===== src/rtl/fbp_pkg.sv =====
`timescale 1ns/1ps
package fbp_pkg;
  typedef enum logic [1:0] {
    ANC_OFF = 2'b00,
    ANC_DA  = 2'b01,
    ANC_L2  = 2'b10,
    ANC_L3  = 2'b11
  } anchor_e;

  localparam int unsigned BYTE_W = 8;
  localparam int unsigned CODE_W = 2;
endpackage


===== src/rtl/fbp_history.sv =====
`timescale 1ns/1ps
module fbp_history #(
  parameter int unsigned DEPTH = 8,
  parameter int unsigned W     = 8
) (
  input  logic               clk,
  input  logic               rst_n,
  input  logic               beat,
  input  logic               start,
  input  logic [W-1:0]       data,
  output logic [DEPTH*W-1:0] hist_o
);
  localparam int unsigned HW = DEPTH * W;

  logic [HW-1:0] hist_q;

  // byte k of hist_q is the byte seen k+1 beats ago (k = 0 most recent)
  always_ff @(posedge clk) begin
    if (!rst_n) begin
      hist_q <= '0;
    end else if (beat) begin
      if (start) hist_q <= {{(HW-W){1'b0}}, data};
      else       hist_q <= {hist_q[HW-W-1:0], data};
    end
  end

  // on the start beat nothing earlier belongs to this frame
  assign hist_o = start ? '0 : hist_q;
endmodule


===== src/rtl/fbp_slot.sv =====
`timescale 1ns/1ps
module fbp_slot
  import fbp_pkg::*;
#(
  parameter int unsigned OFF_W = 6,
  parameter int unsigned PRE_N = 8
) (
  input  logic                    clk,
  input  logic                    rst_n,
  input  logic                    beat,
  input  logic                    start,
  input  logic [CODE_W-1:0]       code,
  input  logic [OFF_W-1:0]        off,
  input  logic [BYTE_W-1:0]       data,
  input  logic                    mk_da,
  input  logic                    mk_l2,
  input  logic                    mk_l3,
  input  logic [PRE_N*BYTE_W-1:0] hist,
  output logic [BYTE_W-1:0]       got_d,
  output logic [BYTE_W-1:0]       got_q
);
  logic             armed_q, armed_d;
  logic             seen_q, seen_d;
  logic [OFF_W-1:0] cnt_q, cnt_d;
  logic             hit, back;
  logic [OFF_W-1:0] tgt;
  logic [BYTE_W-1:0] pre_byte;

  always_comb begin
    unique case (code)
      ANC_DA:  hit = mk_da;
      ANC_L2:  hit = mk_l2;
      ANC_L3:  hit = mk_l3;
      default: hit = 1'b0;
    endcase
    back = (code == ANC_DA) && (off < OFF_W'(PRE_N));
    tgt  = (code == ANC_DA) ? off - OFF_W'(PRE_N) : off;
  end

  // offset o < PRE_N on the DA anchor points PRE_N-o beats back
  always_comb begin
    pre_byte = '0;
    for (int k = 0; k < PRE_N; k++) begin
      if (off == OFF_W'(PRE_N - 1 - k)) pre_byte = hist[k*BYTE_W +: BYTE_W];
    end
  end

  always_comb begin
    armed_d = armed_q;
    seen_d  = seen_q;
    cnt_d   = cnt_q;
    got_d   = got_q;
    if (start) begin
      armed_d = 1'b0;
      seen_d  = 1'b0;
      cnt_d   = '0;
      got_d   = '0;
    end
    if (beat) begin
      if (armed_d) begin
        if (cnt_d == tgt) begin
          got_d   = data;
          armed_d = 1'b0;
        end else begin
          cnt_d = cnt_d + 1'b1;
        end
      end else if (!seen_d && hit) begin
        seen_d = 1'b1;
        if (back)              got_d = pre_byte;
        else if (tgt == '0)    got_d = data;
        else begin
          armed_d = 1'b1;
          cnt_d   = OFF_W'(1);
        end
      end
    end
  end

  always_ff @(posedge clk) begin
    if (!rst_n) begin
      armed_q <= 1'b0;
      seen_q  <= 1'b0;
      cnt_q   <= '0;
      got_q   <= '0;
    end else begin
      armed_q <= armed_d;
      seen_q  <= seen_d;
      cnt_q   <= cnt_d;
      got_q   <= got_d;
    end
  end

  // once anchored, a slot stays anchored until the next start beat
  a_r7_anchor_held: assert property (@(posedge clk) disable iff (!rst_n)
    seen_q && !start |=> seen_q);

  // a running count never passes its target
  a_r8_count_bounded: assert property (@(posedge clk) disable iff (!rst_n)
    armed_q && !start |-> cnt_q <= tgt);

  // a disabled slot neither arms nor holds a byte
  a_r2_off_slot_quiet: assert property (@(posedge clk) disable iff (!rst_n)
    (code == ANC_OFF) && !start |-> !armed_q && (got_q == '0));
endmodule


===== src/rtl/frame_byte_picker.sv =====
`timescale 1ns/1ps
module frame_byte_picker
  import fbp_pkg::*;
#(
  parameter int unsigned SLOTS = 4,
  parameter int unsigned OFF_W = 6,
  parameter int unsigned PRE_N = 8,
  localparam int unsigned SLOT_W = CODE_W + OFF_W,
  localparam int unsigned CFG_W  = SLOTS * SLOT_W,
  localparam int unsigned WORD_W = SLOTS * BYTE_W
) (
  input  logic              clk,
  input  logic              rst_n,
  input  logic [CFG_W-1:0]  cfg_in,
  input  logic              in_valid,
  output logic              in_ready,
  input  logic [BYTE_W-1:0] in_data,
  input  logic              in_sof,
  input  logic              in_eof,
  input  logic              mark_da,
  input  logic              mark_l2,
  input  logic              mark_l3,
  output logic              out_valid,
  output logic [WORD_W-1:0] out_word
);
  logic                    in_frame_q;
  logic [CFG_W-1:0]        cfg_q, cfg_eff;
  logic                    sof_b, beat, eof_b;
  logic [PRE_N*BYTE_W-1:0] hist;
  logic [WORD_W-1:0]       word_d, word_q_all;

  assign in_ready = 1'b1;
  assign sof_b    = in_valid & in_sof;
  assign beat     = in_valid & (in_sof | in_frame_q);
  assign eof_b    = beat & in_eof;
  assign cfg_eff  = sof_b ? cfg_in : cfg_q;

  always_ff @(posedge clk) begin
    if (!rst_n) begin
      in_frame_q <= 1'b0;
      cfg_q      <= '0;
    end else begin
      if (sof_b)      cfg_q <= cfg_in;
      if (eof_b)      in_frame_q <= 1'b0;
      else if (sof_b) in_frame_q <= 1'b1;
    end
  end

  fbp_history #(.DEPTH(PRE_N), .W(BYTE_W)) u_hist (
    .clk   (clk),
    .rst_n (rst_n),
    .beat  (beat),
    .start (sof_b),
    .data  (in_data),
    .hist_o(hist)
  );

  for (genvar g = 0; g < SLOTS; g++) begin : g_slot
    localparam int unsigned TOP = CFG_W - 1 - g * SLOT_W;
    localparam int unsigned WB  = WORD_W - 1 - g * BYTE_W;
    logic [BYTE_W-1:0] got_d, got_q;

    fbp_slot #(.OFF_W(OFF_W), .PRE_N(PRE_N)) u_slot (
      .clk  (clk),
      .rst_n(rst_n),
      .beat (beat),
      .start(sof_b),
      .code (cfg_eff[TOP -: CODE_W]),
      .off  (cfg_eff[TOP-CODE_W -: OFF_W]),
      .data (in_data),
      .mk_da(mark_da),
      .mk_l2(mark_l2),
      .mk_l3(mark_l3),
      .hist (hist),
      .got_d(got_d),
      .got_q(got_q)
    );

    assign word_d[WB -: BYTE_W]     = got_d;
    assign word_q_all[WB -: BYTE_W] = got_q;
  end

  always_ff @(posedge clk) begin
    if (!rst_n) begin
      out_valid <= 1'b0;
      out_word  <= '0;
    end else begin
      out_valid <= eof_b;
      if (eof_b) out_word <= word_d;
    end
  end

  // the sampled configuration holds for the whole frame
  a_r10_cfg_hold: assert property (@(posedge clk) disable iff (!rst_n)
    in_frame_q && !sof_b |=> $stable(cfg_q));

  // between frames no slot changes what it holds
  a_r11_idle_frozen: assert property (@(posedge clk) disable iff (!rst_n)
    !in_frame_q && !sof_b |=> $stable(word_q_all));

  // the word only changes alongside a result strobe
  a_r9_word_with_strobe: assert property (@(posedge clk) disable iff (!rst_n)
    !out_valid |-> $stable(out_word));

  // never back-pressures
  a_r12_ready_high: assert property (@(posedge clk) disable iff (!rst_n)
    in_valid |-> in_ready);
endmodule


===== config.mk =====
export PLATFORM = sky130hd
export DESIGN_NAME = frame_byte_picker
export DESIGN_NICKNAME = d
export VERILOG_FILES = /design/src/rtl/fbp_pkg.sv /design/src/rtl/fbp_history.sv /design/src/rtl/fbp_slot.sv /design/src/rtl/frame_byte_picker.sv
export SDC_FILE = /design/constraint.sdc
export NUM_CORES = 1
export LEC_CHECK = 0
export ABC_AREA = 1
export BUFFER_PORTS_ARGS = -buffer_cell sky130_fd_sc_hd__buf_4
export CORE_MARGIN = 2
export CORE_UTILIZATION = 50
export CTS_BUF_LIST = sky130_fd_sc_hd__clkbuf_8
export DETAILED_ROUTE_END_ITERATION = 10
export PLACE_DENSITY = 0.71
export SYNTH_ARGS = -nofsm -noshare
export SYNTH_HDL_FRONTEND = slang
export SYNTH_SLANG_ARGS = --single-unit

===== constraint.sdc =====
create_clock -name clk -period 2.7 [get_ports clk]
set_clock_uncertainty 0.2 [all_clocks]
set_input_delay 0.135 -clock clk [delete_from_list [all_inputs] [get_ports clk]]
set_output_delay 0.135 -clock clk [all_outputs]
set_load 0.02 [all_outputs]

==> summary by stage <==
Status
The flow ran to the end, and the final reports show no timing, DRC or antenna violations.

STA
After layout, the minimum clock period comes to 2.54 ns. The hold violation count in the final report is 0. The fraction of the cycle the final worst path needs is 0.941. The peak clock frequency supported by timing is 0.394 GHz. Setup total negative slack on the finished layout was measured at 0 ns. Setup repair after global routing left no endpoint under its margin. For the pin with the worst max-slew slack, the measured transition is 1.20 ns. Setup violations remaining at the end of the flow were counted as 0. The number of pins exceeding their max-slew limit in the final report came to 0.

The tightest slew margin relative to the limit is 0.191. The worst setup margin is 0.161 ns.

Clock tree
The number of buffers created by CTS is 17. The clock tree from TritonCTS is done. The clock net sink count is 194. The clock tree synthesis step divided the H-tree into 4 levels. The maximum clock insertion buffer count is 2. After clock tree synthesis, the clock-pin slew on the worst setup and hold paths is 0.11 ns. The root buffer cell is clkbuf_8. For the worst-skew pair, the clock arrives at the later sink with an insertion delay of 0.51 ns.

Place
The post-detailed-placement half-perimeter wirelength is 37,000 µm. At the end of routability-driven placement, the weighted congestion stood at 1.07. Input and output buffers added on the ports amount to 80. Once placement finished, the instance area stood at 15,200 µm².

The minimum setup slack after placement is 0.0263 ns.

Routing
The detailed router finished its first iteration with 1,485 violations. The count of antenna-violating nets left after detailed routing is 0. The first TritonRoute pass finished after 6 iterations. The mean number of vias per cell is 5.53. The routed layout has 16,205 vias. The routed wirelength normalized by instance count is 17.2 µm. In the routed design, unresolved DRC markers number 0. The final layout contains routed wiring with a total length of 50,300 µm.

Worst setup path
For the worst setup path, the data required time is 2.90 ns. STA puts the critical path data arrival time at 2.74 ns. STA classifies the critical path endpoint as a flop.

STA classifies the critical path startpoint as a flop. Of all nets on the critical path, the largest fanout is 6. The critical setup path kind is reg2reg.

Logic synthesis
For this run, the number of Yosys warnings is 0. The count of distinct cell types in the synthesized netlist is 38. The share of synthesized area occupied by flip-flops and latches is 0.283. The area of the mapped netlist is 13,700 µm². The number of register bits inferred by synthesis is 194. The average instance in the mapped netlist occupies 5.69 µm².

The synthesized netlist net count is 2,472. The synthesized instance count is 2,416.

Global routing
The number of global-route vias before repair is 15,090. The pin count of the biggest net entering global routing is 87. The initial antenna violation count is 0.

The total global routing track utilization is 0.354. For this run the aggregate overflow at the end of global routing stands at 0. The wire length of the first global-routing pass is 79,900 µm.

Power and ir drop
Overall power consumption after layout is estimated at 7.45 mW. Summed over all cells, the static leakage comes to 8.07 nW. The total power divided by cell area is 461 nW/µm².

The maximum vdd drop is 361 µV.

Floorplanning
The floorplan has 60 rows. The die area is 28,800 µm². The initial cell density of the core is 0.510. The width of the die is 170 µm. The top-level port count is 82. In this run the standard cell core region covers 27,000 µm². The die span in y is 170 µm.

Layout
The number of diodes is 0. The layout cell share with drive strength beyond 1 is 0.113. With fillers left out, the area of the finished cells amounts to 16,200 µm². The filler cells instantiated in the layout total 2,718. The growth of design area from synthesis to finish is 17.6%. In the final design database the tool counted 2,636 nets.

Flow run
The count of max-cap constraint violations is 0.

Min path
The min-delay analysis places its worst path in the category in2reg.
-- flip-flops by register name (all words and copies together) (netlist names) --
register / flops
cfg_q: 32
g_slot.u_slot.armed_q: 4
g_slot.u_slot.cnt_q: 24
g_slot.u_slot.got_q: 32
g_slot.u_slot.seen_q: 4
in_frame_q: 1
out_valid: 1
out_word: 32
u_hist.hist_q: 64
-- where the power goes --
| group | total, mW | internal (mW) | switching (mW) |
|---|---|---|---|
| combinational | 2.34 | 0.806 | 1.54 |
| sequential | 3.07 | 3.00 | 0.0659 |
| clock | 2.03 | 0.786 | 1.24 |
-- cells by family after synthesis --
| group | count (synthesis) | synth area share |
|---|---|---|
| XOR/XNOR | 13 | 0.00829 |
| flip-flops | 194 | 0.283 |
| buffers and inverters | 357 | 0.109 |
| AO/OA/AOI/OAI | 388 | 0.149 |
| adder cells (fa/ha/maj) | 8 | 0.00729 |
| other | 1 | 0.000273 |
| AND/OR/NAND/NOR | 1455 | 0.443 |
-- per-stage QoR --
| stage | hold slack (ns) | util | std cells |
|---|---|---|---|
| 2_1_floorplan | 0.0781 | - | 2416 |
| 3_3_place_gp | 0.183 | 0.565 | 2847 |
| 3_5_place_dp | 0.213 | 0.565 | 2847 |
| 4_1_cts | 0.00491 | 0.599 | 2931 |
| 5_1_grt | 0.0378 | 0.600 | 2933 |
| 6_report | 0.0203 | 0.600 | 2933 |
-- metal layers --
metal	track usage	vias up	wire, µm
li1	-	8048	-
met1	0.453	7376	21400
met2	0.577	653	22800
met3	0.0564	128	3520
met4	0.179	0	2630
met5	0	-	0
-- path summary, 6_finish.rpt --
check                             from  slack (ns)                                   end  cells past startpoint
min reg2reg  out_word[14]$_SDFFE_PN0P_        0.26             out_word[14]$_SDFFE_PN0P_                      2
max               cfg_q[22]$_SDFF_PN0_        0.16  g_slot[1].u_slot.cnt_q[0]$_SDFF_PN0_                     14
max reg2reg       cfg_q[22]$_SDFF_PN0_        0.16  g_slot[1].u_slot.cnt_q[0]$_SDFF_PN0_                     14
min                             in_sof        0.02                   cfg_q[9]$_SDFF_PN0_                      5
-- synthesized netlist by cell type, drive strengths merged --
cell	n	area (µm²)
o21bai	1	7.51
a21oi	220	1100
clkinv	6	22.5
nand4	37	231
buf	52	353
a21o	1	7.51
inv	252	946
xnor2	3	26.3
conb	1	3.75
xor2	10	87.6
o22ai	3	18.8
a31oi	22	138
nand2	857	3290
ha	8	100
nand3	238	1190
and2	1	6.26
nor2	307	1280
clkbuf	47	176
dfxtp	194	3880
nor3	15	95.1
o211ai	5	37.5
o21ai	130	692
a211oi	6	45.0
-- cell type report --
type | count | area, µm² | area share
multi-input combinational | 1865 | 8370 | 0.518
sequential | 194 | 3880 | 0.240
timing repair buffer | 244 | 2130 | 0.132
inverter | 258 | 968 | 0.0599
tap | 341 | 427 | 0.0264
clock buffer | 18 | 248 | 0.0153
clock inverter | 13 | 140 | 0.00867
-- critical path, cell delays in order, from the launching register on --
cell	delay (ns)
dfxtp_1	0.35
inv_1	0.06
nand2_1	0.08
o21ai_1	0.13
nor2_2	0.23
nand2_1	0.08
nand2_1	0.07
nand2_2	0.08
nor2_2	0.28
nand2_1	0.18
nand3_1	0.17
buf_4	0.18
inv_1	0.06
o21ai_1	0.16
a31oi_1	0.10
-- timing repair --
item                                    CTS  global route
gates resized for setup                   0             1
setup buffers                             0             2
hold buffers                             53             0
endpoints found under the hold margin    62             0
endpoints found under the setup margin    0            15
-- layout by cell type, fill, tap and decap left out, drive strengths merged, types with 2 or more instances in the layout --
| cell | count |
|---|---|
| nand2 | 857 |
| nor2 | 307 |
| inv | 261 |
| nand3 | 238 |
| a21oi | 220 |
| dfxtp | 194 |
| buf | 191 |
| o21ai | 130 |
| dlygate4sd3 | 53 |
| nand4 | 37 |
| a31oi | 22 |
| clkbuf | 18 |
| nor3 | 15 |
| xor2 | 10 |
| ha | 8 |
| clkinv | 7 |
| a211oi | 6 |
| o211ai | 5 |
| xnor2 | 3 |
| o22ai | 3 |
| clkinvlp | 2 |
(Power assumes the default switching activity.)
